==> src/rtl/ewb_pkg.sv <==
package ewb_pkg;

  typedef enum logic [1:0] {
    RK_WORD  = 2'd0,
    RK_DWORD = 2'd1,
    RK_DBLK  = 2'd2,
    RK_IBLK  = 2'd3
  } req_kind_e;

  localparam logic [3:0] SZ_WORD  = 4'b0001;
  localparam logic [3:0] SZ_DWORD = 4'b0010;
  localparam logic [3:0] SZ_DBLK  = 4'b0100;
  localparam logic [3:0] SZ_IBLK  = 4'b1000;

  // one 100-bit slot payload
  typedef struct packed {
    logic [63:0] data;
    logic [31:0] addr;
    logic [3:0]  size;
  } ewb_payload_t;

  function automatic logic [3:0] size_code(input req_kind_e k);
    logic [3:0] s;
    unique case (k)
      RK_WORD:  s = SZ_WORD;
      RK_DWORD: s = SZ_DWORD;
      RK_DBLK:  s = SZ_DBLK;
      default:  s = SZ_IBLK;
    endcase
    return s;
  endfunction

endpackage

==> src/rtl/ewb_admit.sv <==
// Admission control: slot demand per request, stall, occupancy count.
module ewb_admit
  import ewb_pkg::*;
#(
  parameter int unsigned DEPTH      = 4,
  parameter int unsigned DBLK_BEATS = 2,
  localparam int unsigned CW        = $clog2(DEPTH + 1)
) (
  input  logic          clk,
  input  logic          rst_n,
  input  logic          req_valid,
  input  req_kind_e     req_kind,
  input  logic          pop,
  output logic          accept,
  output logic          stall,
  output logic [CW-1:0] need,
  output logic [CW-1:0] occ
);

  logic [CW-1:0] free_slots;
  logic [CW-1:0] occ_nxt;
  logic          occ_en;

  always_comb begin
    unique case (req_kind)
      RK_WORD,
      RK_DWORD: need = CW'(1);
      RK_DBLK:  need = CW'(DBLK_BEATS);
      default:  need = CW'(DEPTH);
    endcase
  end

  // admission sees occupancy at cycle start; a same-cycle pop is not credited
  assign free_slots = CW'(DEPTH) - occ;
  assign accept     = req_valid && (need <= free_slots);
  assign stall      = req_valid && (need > free_slots);

  always_comb begin
    occ_nxt = occ;
    if (accept) occ_nxt = occ_nxt + need;
    if (pop)    occ_nxt = occ_nxt - CW'(1);
  end

  assign occ_en = accept || pop;

  always_ff @(posedge clk or negedge rst_n) begin
    if (!rst_n)      occ <= '0;
    else if (occ_en) occ <= occ_nxt;
  end

endmodule

==> src/rtl/ewb_store.sv <==
// Slot storage: a circular array that writes a whole request in one cycle.
module ewb_store
  import ewb_pkg::*;
#(
  parameter int unsigned DEPTH = 4,
  localparam int unsigned PW   = $clog2(DEPTH),
  localparam int unsigned CW   = $clog2(DEPTH + 1)
) (
  input  logic               clk,
  input  logic               rst_n,
  input  logic               push,
  input  logic [CW-1:0]      need,
  input  logic [31:0]        in_addr,
  input  logic [DEPTH*64-1:0] in_beats,
  input  logic [3:0]         in_size,
  input  logic               in_victim,
  input  logic               fetch_issued,
  input  logic               pop,
  output ewb_payload_t       head_pl,
  output logic               head_cont,
  output logic               head_last,
  output logic               head_held
);

  logic [PW-1:0] wr_ptr, wr_ptr_nxt;
  logic [PW-1:0] rd_ptr, rd_ptr_nxt;

  ewb_payload_t      pl_all [DEPTH];
  logic [DEPTH-1:0]  cont_all;
  logic [DEPTH-1:0]  last_all;
  logic [DEPTH-1:0]  held_all;

  // pointer arithmetic wraps modulo DEPTH (DEPTH is a power of two)
  always_comb begin
    wr_ptr_nxt = wr_ptr;
    rd_ptr_nxt = rd_ptr;
    if (push) wr_ptr_nxt = wr_ptr + PW'(need);
    if (pop)  rd_ptr_nxt = rd_ptr + PW'(1);
  end

  always_ff @(posedge clk or negedge rst_n) begin
    if (!rst_n) begin
      wr_ptr <= '0;
      rd_ptr <= '0;
    end else begin
      if (push) wr_ptr <= wr_ptr_nxt;
      if (pop)  rd_ptr <= rd_ptr_nxt;
    end
  end

  for (genvar e = 0; e < DEPTH; e++) begin : g_slot
    logic [PW-1:0] ofs;
    logic          we;
    ewb_payload_t  pl_r, pl_nxt;
    logic          cont_r, last_r, cont_nxt, last_nxt;
    logic          held_r, held_nxt, held_en;

    // beat index this slot would take in the request being pushed
    assign ofs = PW'(e) - wr_ptr;
    assign we  = push && (CW'(ofs) < need);

    always_comb begin
      pl_nxt.data = in_beats[ofs*64 +: 64];
      pl_nxt.addr = in_addr;
      pl_nxt.size = in_size;
      cont_nxt    = (ofs != '0);
      last_nxt    = (CW'(ofs) == (need - CW'(1)));
    end

    always_ff @(posedge clk) begin
      if (we) begin
        pl_r   <= pl_nxt;
        cont_r <= cont_nxt;
        last_r <= last_nxt;
      end
    end

    always_comb begin
      if (we)                held_nxt = in_victim;
      else if (fetch_issued) held_nxt = 1'b0;
      else                   held_nxt = held_r;
    end
    assign held_en = we || fetch_issued;

    always_ff @(posedge clk or negedge rst_n) begin
      if (!rst_n)       held_r <= 1'b0;
      else if (held_en) held_r <= held_nxt;
    end

    assign pl_all[e]   = pl_r;
    assign cont_all[e] = cont_r;
    assign last_all[e] = last_r;
    assign held_all[e] = held_r;
  end

  assign head_pl   = pl_all[rd_ptr];
  assign head_cont = cont_all[rd_ptr];
  assign head_last = last_all[rd_ptr];
  assign head_held = held_all[rd_ptr];

endmodule

==> src/rtl/ewb_drain.sv <==
// Drain side: shows the oldest slot unless it is held, pops on acceptance.
module ewb_drain
  import ewb_pkg::*;
#(
  parameter int unsigned DEPTH = 4,
  localparam int unsigned CW   = $clog2(DEPTH + 1)
) (
  input  logic          clk,
  input  logic          rst_n,
  input  logic [CW-1:0] occ,
  input  ewb_payload_t  head_pl,
  input  logic          head_cont,
  input  logic          head_last,
  input  logic          head_held,
  input  logic          out_ready,
  output logic          out_valid,
  output logic          pop,
  output logic [31:0]   out_addr,
  output logic [63:0]   out_data,
  output logic [3:0]    out_size,
  output logic          out_first,
  output logic          out_last
);

  logic any_slot;

  assign any_slot  = (occ != '0);
  assign out_valid = any_slot && !head_held;
  assign pop       = out_valid && out_ready;

  // fields are gated so an idle port carries constant zeros
  always_comb begin
    if (out_valid) begin
      out_addr  = head_pl.addr;
      out_data  = head_pl.data;
      out_size  = head_pl.size;
      out_first = !head_cont;
      out_last  = head_last;
    end else begin
      out_addr  = '0;
      out_data  = '0;
      out_size  = '0;
      out_first = 1'b0;
      out_last  = 1'b0;
    end
  end

  // clk and rst_n kept on the port list so a registered output stage can be
  // placed here without touching the parent
  logic unused_ok;
  assign unused_ok = clk ^ rst_n;

endmodule

==> src/rtl/egress_wbuf.sv <==
module egress_wbuf
  import ewb_pkg::*;
#(
  parameter int unsigned DEPTH      = 4,
  parameter int unsigned DBLK_BEATS = 2,
  localparam int unsigned CW        = $clog2(DEPTH + 1)
) (
  input  logic                clk,
  input  logic                rst_n,
  input  logic                req_valid,
  input  logic [1:0]          req_kind,
  input  logic                req_victim,
  input  logic [31:0]         req_addr,
  input  logic [DEPTH*64-1:0] req_data,
  output logic                req_stall,
  input  logic                fetch_issued,
  output logic                out_valid,
  input  logic                out_ready,
  output logic [31:0]         out_addr,
  output logic [63:0]         out_data,
  output logic [3:0]          out_size,
  output logic                out_first,
  output logic                out_last
);

  // asynchronous assert, synchronous release
  logic rst_meta, rst_sync_n;
  always_ff @(posedge clk or negedge rst_n) begin
    if (!rst_n) begin
      rst_meta   <= 1'b0;
      rst_sync_n <= 1'b0;
    end else begin
      rst_meta   <= 1'b1;
      rst_sync_n <= rst_meta;
    end
  end

  req_kind_e     kind;
  logic          accept, pop, stall_raw;
  logic [CW-1:0] need, occ;
  ewb_payload_t  head_pl;
  logic          head_cont, head_last, head_held;

  assign kind      = req_kind_e'(req_kind);
  assign req_stall = stall_raw;

  ewb_admit #(
    .DEPTH      (DEPTH),
    .DBLK_BEATS (DBLK_BEATS)
  ) u_admit (
    .clk       (clk),
    .rst_n     (rst_sync_n),
    .req_valid (req_valid),
    .req_kind  (kind),
    .pop       (pop),
    .accept    (accept),
    .stall     (stall_raw),
    .need      (need),
    .occ       (occ)
  );

  ewb_store #(
    .DEPTH (DEPTH)
  ) u_store (
    .clk          (clk),
    .rst_n        (rst_sync_n),
    .push         (accept),
    .need         (need),
    .in_addr      (req_addr),
    .in_beats     (req_data),
    .in_size      (size_code(kind)),
    .in_victim    (req_victim),
    .fetch_issued (fetch_issued),
    .pop          (pop),
    .head_pl      (head_pl),
    .head_cont    (head_cont),
    .head_last    (head_last),
    .head_held    (head_held)
  );

  ewb_drain #(
    .DEPTH (DEPTH)
  ) u_drain (
    .clk       (clk),
    .rst_n     (rst_sync_n),
    .occ       (occ),
    .head_pl   (head_pl),
    .head_cont (head_cont),
    .head_last (head_last),
    .head_held (head_held),
    .out_ready (out_ready),
    .out_valid (out_valid),
    .pop       (pop),
    .out_addr  (out_addr),
    .out_data  (out_data),
    .out_size  (out_size),
    .out_first (out_first),
    .out_last  (out_last)
  );

endmodule

==> config.mk <==
export PLATFORM = sky130hd
export DESIGN_NAME = egress_wbuf
export DESIGN_NICKNAME = d
export VERILOG_FILES = /design/src/rtl/ewb_pkg.sv /design/src/rtl/ewb_admit.sv /design/src/rtl/ewb_store.sv /design/src/rtl/ewb_drain.sv /design/src/rtl/egress_wbuf.sv
export SDC_FILE = /design/constraint.sdc
export NUM_CORES = 1
export LEC_CHECK = 0
export BUFFER_PORTS_ARGS = -buffer_cell sky130_fd_sc_hd__buf_2
export CORE_MARGIN = 3
export CORE_UTILIZATION = 25
export CTS_CLUSTER_DIAMETER = 150
export DETAILED_ROUTE_END_ITERATION = 7
export HOLD_SLACK_MARGIN = 0.03
export PLACE_DENSITY = 0.43
export SYNTH_ARGS = -nofsm -noshare
export SYNTH_HDL_FRONTEND = slang
export SYNTH_HIERARCHICAL = 1
export SYNTH_SLANG_ARGS = --single-unit
==> constraint.sdc <==
create_clock -name clk -period 2.41 [get_ports clk]
set_input_delay 0.241 -clock clk [delete_from_list [all_inputs] [get_ports clk]]
set_output_delay 0.241 -clock clk [all_outputs]
set_load 0.005 [all_outputs]
==> metrics.md, run 1 <==
| Metric | Value |
|---|---|
| Post-synthesis net count | 1405 |
| Worst Skew | 0.0143 ns |
| Total clock buffers created by CTS | 51 |
| Via count | 14400 |
| Drt total wl | 77400 um |
| Hpwl dp | 48400 um |
| VDD IR-drop max | 913 uV |
| Final period util | 116% |
| Hold Crit Class | in2reg |
| Hold depth | 2 |
| Count leader, synth | edfxtp_1 |
| Setup CP Type | reg2out |
| Chip Width | 309 um |
| Row count | 110 |
| Fraction of registers with async set/reset | 3.09% |
| Yosys top cell by area | edfxtp_1 |
| Synth Register Bits | 421 |
| Die H | 309 um |
| YS warnings | 6 |
| Worst setup EP type | primary output |
| Syn Inst Count | 1092 |
| I/O pin count | 400 |
| Top cells by instance count after synthesis | edfxtp_1 (408), mux4_2 (359), nor3b_1 (103), buf_2 (43), buf_6 (40) |
| Endpoints failing hold | 0 |
| Worst Path Max Fanout | 10 |
| Root Buffer | clkbuf_16 |
| Antenna violations before repair | 35 |
| Failing checks | setup timing |
| Slew Limit Fails | 0 |
| PnR worst setup slack | -0.386 ns |
| Full die area | 0.0957 mm2 |
| Synth top area cells | edfxtp_1 (53%), mux4_2 (35%), nor3b_1 (3.4%) |
| CP startpoint kind | flip-flop |
| # setup viols final | 517 |
| Post-layout min period | 2.80 ns |
| Smallest hold slack | 0.0766 ns |
| Utilization after layout | 35.5% |
| Final GP Congestion | 0.745 |
| CP required | 2.17 ns |
| Pin count of the biggest net entering global routing | 89 |
| Slew @ Worst Pin | 0.881 ns |
| Routed Antenna Nets | 0 |
| Reg-to-Reg End | u_store/g_slot[3].pl_r[58] |
| First-pass GRT wire length | 106000 um |
| Nets | 2000 |
| Max Freq | 0.358 GHz |
| EDFF count, synth | 408 |
| Clock sink total | 421 |
| Unique cell type count in the Yosys netlist | 38 |
| Hold Path Origin | req_data[187] |
| Avg WL per Cell | 26.4 um |
| RSZ-0062 raised after global routing | yes |
| Power, Total | 52.5 mW |
| Comb pwr share | 59.7% |
| Internal | 34.3 mW |
| Status | complete, but fails checks |
| DP Worst Slack | -0.344 ns |
| Buffers on Ports | 399 |
| RR Startpoint | u_admit/occ[0] |
| Flop-to-flop setup slack | -0.38 ns |
| Reg2reg path depth | 14 |
| Clock power frac | 14.8% |
| Vias per cell | 4.94 |
| Number of global-route vias before repair | 15200 |
| Htree depth | 2 |
| # DRC | 0 |
| Setup_tns | -137.60 ns |
| Worst Hold Path EP | u_store/g_slot[1].pl_r[95] |
| Sw Ratio | 34.7% |
| DR iter-0 viols | 1224 |
| Switch Pwr | 18.2 mW |
| Drt pass-1 iters | 5 |
| Fraction of layout cells with a size suffix above 1 | 68.3% |
| Core Region | 0.0907 mm2 |
| Initial Util | 25.4% |
| Max-cap violations | 0 |
| Leakage | 11.5 nW |
| Avg Inst Size Synth | 21.1 um2 |
| Top-area cell type share of the netlist area | 53.2% |
| Power density over the cells | 1630 mW/mm2 |
| CTS tree | built |
| Worst skew pair latency | 0.60 ns |
| Area grow syn2layout | 39.8% |
| Worst EP arrival | 2.56 ns |
| Synth Cell Area | 0.0230 mm2 |
| Total track usage | 15.1% |
| Worst slew margin | 41.3% |
| Worst-path clk slew | 0.06 ns |
| Synth Flop Type | edfxtp_1 |
| Seq/Total Area, Yosys | 54.6% |
| Grt total ovfl | 0 |
| Sequential share of power | 25.5% |
| Clock tree buffer depth | 3 |
## routing by layer
metal | vias up | wire length [um] | global-route usage [%]
met5 | - | 134 | 0
met4 | 20 | 1560 | 3.47
met3 | 106 | 5170 | 3.77
met2 | 531 | 37400 | 24.3
met1 | 7677 | 33200 | 20.6
li1 | 6106 | - | -
## stage by stage
stage / area (um2) / std cells
detailed placement: 27200 / 2671
finish: 32200 / 2926
CTS: 31100 / 2864
floorplan: 23200 / 1092
global placement: 27200 / 2671
global route: 32100 / 2913
## power by group through the flow
stage	Sequential [mW]	Clock (mW)	Combinational [mW]
finish	13.4	7.76	31.3
global route	13.7	8.34	33.4
CTS	13.4	8.03	29.4
detailed placement	13.6	0	24.5
global placement	13.5	0	24.5
floorplan	13.3	0	15.5
## repair_timing
| action | in CTS | in global routing |
|---|---|---|
| endpoints found under the hold margin | 145 | 0 |
| hold buffers | 49 | 0 |
| pin swaps | 43 | 31 |
| resized for setup | 172 | 82 |
| setup endpoints to repair | 511 | 519 |
| setup buffers | 30 | 24 |
| gates cloned | 22 | 23 |
## worst max-delay path, stage by stage, from the launching register on
cell       delay [ns]
dfrtp_4          0.43
mux4_4           0.69
buf_6            0.17
buf_12           0.14
clkbuf_16        0.20
nor3b_4          0.19
buf_2            0.14
## layout by cell type, fill, tap and decap left out, types with 21 or more instances in the layout
cell type | netlist | layout
dlygate4sd3_1 | 0 | 49
clkbuf_16 | 0 | 74
nor3b_4 | 0 | 39
buf_6 | 40 | 26
buf_16 | 0 | 25
diode_2 | 0 | 21
nor3b_2 | 0 | 62
buf_12 | 0 | 51
buf_2 | 43 | 388
buf_4 | 12 | 76
mux4_2 | 359 | 358
edfxtp_1 | 408 | 408
## area by class of cell
type                            instances  area [um2]
Inverter                               18        77.6
Clock inverter                         35         385
Tap cell                             1176        1470
Clock buffer                           60        1320
Multi-Input combinational cell        545       10500
Fill cell                            8506       58500
Timing Repair Buffer                  650        5780
Antenna cell                           21        52.6
Sequential cell                       421       12600
## cell families after synthesis
| kind of cell | Yosys count | share of synthesized area, % |
|---|---|---|
| AOI/OAI and AO/OA | 12 | 0.440 |
| buffers and inverters | 126 | 3.84 |
| other | 1 | 0.0163 |
| DFF | 421 | 54.6 |
| adders and majority gates | 18 | 0.973 |
| xor gates and xnor gates | 12 | 0.457 |
| muxes | 366 | 35.5 |
| and+or+nand+nor | 136 | 4.15 |
## sequential cells by signal (all words and copies together), names as in the netlist
signal	flops
rst_meta	1
rst_sync_n	1
u_admit/occ	3
u_store/g_slot.cont_r	4
u_store/g_slot.held_r	4
u_store/g_slot.last_r	4
u_store/g_slot.pl_r	400
u_store/rd_ptr	2
u_store/wr_ptr	2
## worst max path at each step
stage,startpoint,endpoint
floorplan,u_store/wr_ptr[0],u_store/g_slot[2].held_r
global placement,req_kind[1],u_store/g_slot[2].pl_r[36]
detailed placement,req_kind[1],u_store/g_slot[2].pl_r[36]
CTS,u_store/rd_ptr[0],out_addr[7]
global route,u_admit/occ[0],u_store/g_slot[3].pl_r[59]
finish,u_store/rd_ptr[0],out_addr[18]
Note: power is estimated with default switching activity, not from simulation.
==> run 2, diff against run 1 <==
--- a/config.mk
+++ b/config.mk
@@ -6,6 +6,7 @@
 export NUM_CORES = 1
 export LEC_CHECK = 0
 export BUFFER_PORTS_ARGS = -buffer_cell sky130_fd_sc_hd__buf_2
+export CORE_ASPECT_RATIO = 1.5
 export CORE_MARGIN = 3
 export CORE_UTILIZATION = 25
 export CTS_CLUSTER_DIAMETER = 150
==> run 2 against run 1 <==
Against the previous run:
- the flow still finishes with violations (setup timing)
- combinational power barely moved
- non-clock buffer count up 29
- first-iteration DRC count fell by 46%
- via count shrank 0.60%
- largest power group unchanged
==> metrics.md, run 2 (synthesized netlist as in run 1, its figures left out) <==
| Metric | Value |
|---|---|
| Fin cells | 2922 |
| Chip Width | 254 um |
| Worst EP arrival | 2.56 ns |
| Utilization after layout | 35.7% |
| Most common cell after layout, fill and taps aside | edfxtp_1 |
| Hold depth | 2 |
| Initial Util | 25.3% |
| Smallest hold slack | 0.0872 ns |
| Avg WL per Cell | 26.1 um |
| CP required | 2.17 ns |
| Flop-to-flop setup slack | -0.37 ns |
| Hold Crit Class | in2reg |
| Slew Limit Fails | 0 |
| # setup viols final | 519 |
| Full die area | 0.0958 mm2 |
| DR iter-0 viols | 659 |
| Max-cap violations | 0 |
| VDD IR-drop max | 851 uV |
| Sequential Area | 0.0126 mm2 |
| Worst Skew | 0.0153 ns |
| Power density over the cells | 1610 mW/mm2 |
| Routed Antenna Nets | 0 |
| DP Worst Slack | -0.337 ns |
| Worst skew pair latency | 0.59 ns |
| Fraction of layout cells with a size suffix above 1 | 66.2% |
| Die H | 378 um |
| PnR worst setup slack | -0.390 ns |
| Max Freq | 0.357 GHz |
| Endpoints failing hold | 0 |
| Number of global-route vias before repair | 15400 |
| Buffers on Ports | 399 |
| RR Startpoint | u_admit/occ[0] |
| Area occupied by multi-input gates | 0.0105 mm2 |
| Failing checks | setup timing |
| Worst Path Max Fanout | 16 |
| M1 WL | 30800 um |
| First-pass GRT wire length | 105000 um |
| Final GP Congestion | 0.738 |
| Area grow syn2layout | 41.1% |
| Drt total wl | 76300 um |
| CP startpoint kind | flip-flop |
| Grt total ovfl | 0 |
| Clock sink total | 421 |
| Total clock buffers created by CTS | 46 |
| Root Buffer | clkbuf_16 |
| Status | complete, but fails checks |
| Worst Hold Path EP | u_store/g_slot[0].pl_r[60] |
| Slew @ Worst Pin | 0.874 ns |
| Post-layout min period | 2.80 ns |
| Pin count of the biggest net entering global routing | 71 |
| Hpwl dp | 47600 um |
| Worst-path clk slew | 0.06 ns |
| Met3 Routed Length | 3600 um |
| # DRC | 0 |
| I/O pin count | 400 |
| Vias per cell | 4.91 |
| Hold Path Origin | req_data[216] |
| Layout fillers | 8525 |
| Top layer used by detailed routing | met5 |
| Power, Total | 52.3 mW |
| Htree depth | 2 |
| Leakage | 11.6 nW |
| Core Region | 0.0909 mm2 |
| Biggest register | u_store/g_slot.pl_r |
| Nets | 2024 |
| Reg2reg path depth | 11 |
| Met2 wire len | 40100 um |
| RSZ-0062 raised after global routing | yes |
| Row count | 135 |
| Via count | 14400 |
| Setup CP Type | reg2out |
| Largest register FFs | 400 |
| Total track usage | 15.0% |
| Final period util | 116% |
| Most frequent cells in the layout | edfxtp_1 (408), buf_2 (388), mux4_2 (358), dlygate4sd3_1 (87), clkbuf_16 (73) |
| Placed Cells | 2645 |
| Antenna violations before repair | 20 |
| Worst slew margin | 41.7% |
| Worst setup EP type | primary output |
| Reg-to-Reg End | u_store/g_slot[3].pl_r[37] |
| CTS tree | built |
| Drt pass-1 iters | 4 |
| Clock tree buffer depth | 3 |
==> run 2: cell types whose count changed in the layout (fill, tap and decap cells not counted), moves of 6 or more <==
cell,before,now
buf_12,51,63
buf_4,76,51
clkbuf_1,8,2
clkinv_2,12,6
diode_2,21,11
dlygate4sd3_1,49,87
nor3b_1,2,11
nor3b_2,62,51
==> run 2: worst max path at each step <==
stage / slack, ns / cells after the start / startpoint / end
final: -0.39 / 6 / u_store/rd_ptr[0] / out_data[1]
after global placement: -0.35 / 11 / req_kind[1] / u_store/g_slot[2].pl_r[53]
after global routing: -0.49 / 6 / u_store/rd_ptr[0] / out_data[48]
after CTS: -0.44 / 5 / u_store/rd_ptr[0] / out_addr[27]
after detailed placement: -0.34 / 11 / req_kind[1] / u_store/g_slot[2].pl_r[53]
after floorplan: -2.66 / 12 / u_store/wr_ptr[0] / u_store/g_slot[2].held_r
==> run 2: per-layer routing <==
metal,GRT usage [%],vias up
li1,-,6129
met1,18.6,7666
met2,26.7,453
met3,2.57,97
met4,4.24,8
met5,0,-
==> run 2: metrics by stage <==
step / TNS, ns / cell area [um2]
after global routing: -211.92 / 32500
after detailed placement: -84.78 / 27100
after floorplan: -649.48 / 23200
final: -159.15 / 32500
after CTS: -160.56 / 31000
after global placement: -87.16 / 27100
==> run 2: what timing repair did <==
item / CTS / global route
gates resized for setup: 139 / 134
gates cloned: 20 / 33
setup endpoints to repair: 512 / 526
pin swaps: 12 / 33
hold buffers: 87 / 0
buffers inserted: 29 / 26
hold endpoints to repair: 164 / 0
==> run 2: final cells by class <==
class                           count  share of cell area [%]
Timing Repair Buffer              679                    19.3
Clock inverter                     36                    1.30
Multi-Input combinational cell    545                    32.2
Sequential cell                   421                    38.8
Inverter                           18                   0.247
Clock buffer                       48                    3.57
Tap cell                         1164                    4.49
Antenna cell                       11                  0.0848
==> run 2: worst max-delay path, cell delays in order, from the launching register on <==
cell and delay [ns]:
dfrtp_4 0.41, mux4_4 0.69, buf_12 0.20, buf_16 0.18
nor3b_2 0.20, buf_4 0.15, buf_6 0.09
==> run 2: report_power, final <==
part | switching, mW | internal (mW)
registers | 0.763 | 12.6
clock network | 3.08 | 4.30
logic | 14.1 | 17.5
==> run 3, diff against run 2 <==
==> constraint.sdc (replaced) <==
create_clock -name clk -period 2.41 [get_ports clk]
set_input_delay 0.482 -clock clk [delete_from_list [all_inputs] [get_ports clk]]
set_output_delay 0.482 -clock clk [all_outputs]
set_load 0.005 [all_outputs]
==> run 3 against run 2 <==
Against the previous run:
- the run still ends with setup timing left
- via count shrank 1.6%
- first-iteration DRC count grew 9.9%
- cell count shrank 1.6%
- setup slack lost 0.26 ns
- power shrank 3.0%
- die area is the same
==> metrics.md, run 3 (synthesized netlist as in run 1, its figures left out) <==
| Metric | Value |
|---|---|
| Placed Cells | 2681 |
| # setup viols final | 519 |
| Clock tree buffer depth | 3 |
| Via count | 14100 |
| Hpwl dp | 50100 um |
| Final GP Congestion | 0.779 |
| Sw Ratio | 34.3% |
| Clock power frac | 14.2% |
| Nets | 1958 |
| Setup CP Type | reg2out |
| Worst EP arrival | 2.58 ns |
| Fin cells | 2874 |
| Grt met2 use | 25.4% |
| Chip Width | 254 um |
| Worst slew margin | 52.0% |
| Slew @ Worst Pin | 0.720 ns |
| Antenna violations before repair | 43 |
| Slew Limit Fails | 0 |
| Avg WL per Cell | 25.9 um |
| Crit path launch | u_store/rd_ptr[0] |
| Routed Antenna Nets | 0 |
| CP max stage delay | 0.73 ns |
| Buffers on Ports | 399 |
| Most common cell after layout, fill and taps aside | edfxtp_1 |
| Area grow syn2layout | 35.5% |
| # DRC | 0 |
| Drt total wl | 74500 um |
| Worst Skew | 0.0313 ns |
| Placed Area | 0.0273 mm2 |
| Endpoints failing hold | 0 |
| CP required | 1.93 ns |
| Layout fillers | 8652 |
| Worst path bufs/invs | 3 |
| Total clock buffers created by CTS | 47 |
| Total track usage | 14.8% |
| I/O pin count | 400 |
| Switch Pwr | 17.4 mW |
| Worst skew pair latency | 0.60 ns |
| Largest register FFs | 400 |
| Setup crit end | out_addr[0] |
| Most frequent cells in the layout | edfxtp_1 (408), buf_2 (384), mux4_2 (358), buf_4 (84), clkbuf_16 (67) |
| First-pass GRT wire length | 104000 um |
| Cell area after layout | 0.0312 mm2 |
| RR Startpoint | u_admit/occ[0] |
| Core Region | 0.0909 mm2 |
| Root Buffer | clkbuf_16 |
| Leakage | 11.1 nW |
| Power density over the cells | 1630 mW/mm2 |
| Status | complete, but fails checks |
| Fraction of layout cells with a size suffix above 1 | 69.0% |
| Flop-to-flop setup slack | -0.38 ns |
| Global route hottest layer | met2 |
| WP depth | 5 |
| Hold Crit Class | in2reg |
| Max-cap violations | 0 |
| Worst Path Max Fanout | 32 |
| CTS tree | built |
| Setup_tns | -188.17 ns |
| Post-layout min period | 3.06 ns |
| Worst-path clk slew | 0.06 ns |
| Biggest register | u_store/g_slot.pl_r |
| Worst setup EP type | primary output |
| Pin count of the biggest net entering global routing | 90 |
| Clock sink total | 421 |
| DR iter-0 viols | 724 |
| RSZ-0062 raised after global routing | yes |
| Initial Util | 25.3% |
| Full die area | 0.0958 mm2 |
| Reg2reg path depth | 12 |
| Max Freq | 0.326 GHz |
| Met1 GRT Util | 18.3% |
| DP Worst Slack | -0.476 ns |
| Smallest hold slack | 0.103 ns |
| VDD IR-drop max | 1210 uV |
| Hold depth | 1 |
| Row count | 135 |
| Sequential share of power | 26.4% |
| Htree depth | 2 |
| Grt total ovfl | 0 |
| Critical Path Slowest Stage Cell | mux4_4 |
| CP startpoint kind | flip-flop |
| Crit-path cells | mux4_4, buf_16, nor3b_1, buf_4, buf_2 |
| Die H | 378 um |
| Met3 Usage GRT | 3.43% |
| Number of global-route vias before repair | 15200 |
| Failing checks | setup timing |
| Vias per cell | 4.91 |
| Reg-to-Reg End | u_store/g_slot[3].pl_r[99] |
| Comb pwr share | 59.3% |
| Final period util | 127% |
| Internal | 33.3 mW |
| PnR worst setup slack | -0.653 ns |
| Drt pass-1 iters | 5 |
| Worst path top cell family by delay | multiplexers |
## run 3: how the worst min path moves through the flow
stage | start | end | slack (ns)
2_1_floorplan | rst_sync_n | u_admit/occ[0] | 0.13
5_1_grt | req_addr[28] | u_store/g_slot[1].pl_r[32] | 0.06
6_report | req_addr[28] | u_store/g_slot[0].pl_r[32] | 0.10
3_3_place_gp | rst_n | rst_sync_n | 0.27
4_1_cts | req_addr[28] | u_store/g_slot[1].pl_r[32] | 0.04
3_5_place_dp | rst_n | rst_meta | 0.27
## run 3: final cells by class
class	count	area, um2	area share [%]
Antenna cell	27	67.6	0.217
Clock buffer	49	1180	3.79
Clock inverter	38	365	1.17
Inverter	18	80.1	0.257
Multi-Input combinational cell	545	10200	32.9
Sequential cell	421	12600	40.4
Tap cell	1164	1460	4.67
Timing Repair Buffer	612	5200	16.7
## run 3: worst register-to-register path, stage by stage (launching register included)
cell	delay (ns)
dfrtp_2	0.43
buf_6	0.13
ha_4	0.23
nor2b_4	0.12
maj3_2	0.33
a211oi_4	0.29
buf_12	0.17
buf_6	0.11
nand2b_4	0.05
o21ai_4	0.14
buf_4	0.14
buf_12	0.17
clkbuf_16	0.21
## run 3: what timing repair did
action,CTS,global route
pin swaps,2,13
hold buffers,1,0
resized for setup,122,129
gates cloned,17,23
endpoints found under the hold margin,2,0
setup endpoints to repair,518,520
buffers inserted,36,21
## run 3: per-stage QoR
step                power, mW  util (%)
detailed placement       38.9      30.1
global route             53.8      34.3
floorplan                28.9         -
global placement         38.7      30.1
finish                   50.7      34.3
CTS                      49.9      33.3
## run 3: layer usage
metal,vias up,share of wire (%)
li1,6015,-
met5,-,0.13
met2,481,52
met4,14,2.6
met3,112,5.8
met1,7500,39
## run 3: power groups by stage
| stage | registers [mW] | clock network (mW) | logic [mW] |
|---|---|---|---|
| 6_report | 13.4 | 7.22 | 30.1 |
| 5_1_grt | 13.7 | 7.78 | 32.3 |
| 4_1_cts | 13.5 | 7.49 | 29.0 |
| 3_5_place_dp | 13.6 | 0 | 25.3 |
| 3_3_place_gp | 13.5 | 0 | 25.3 |
| 2_1_floorplan | 13.3 | 0 | 15.5 |
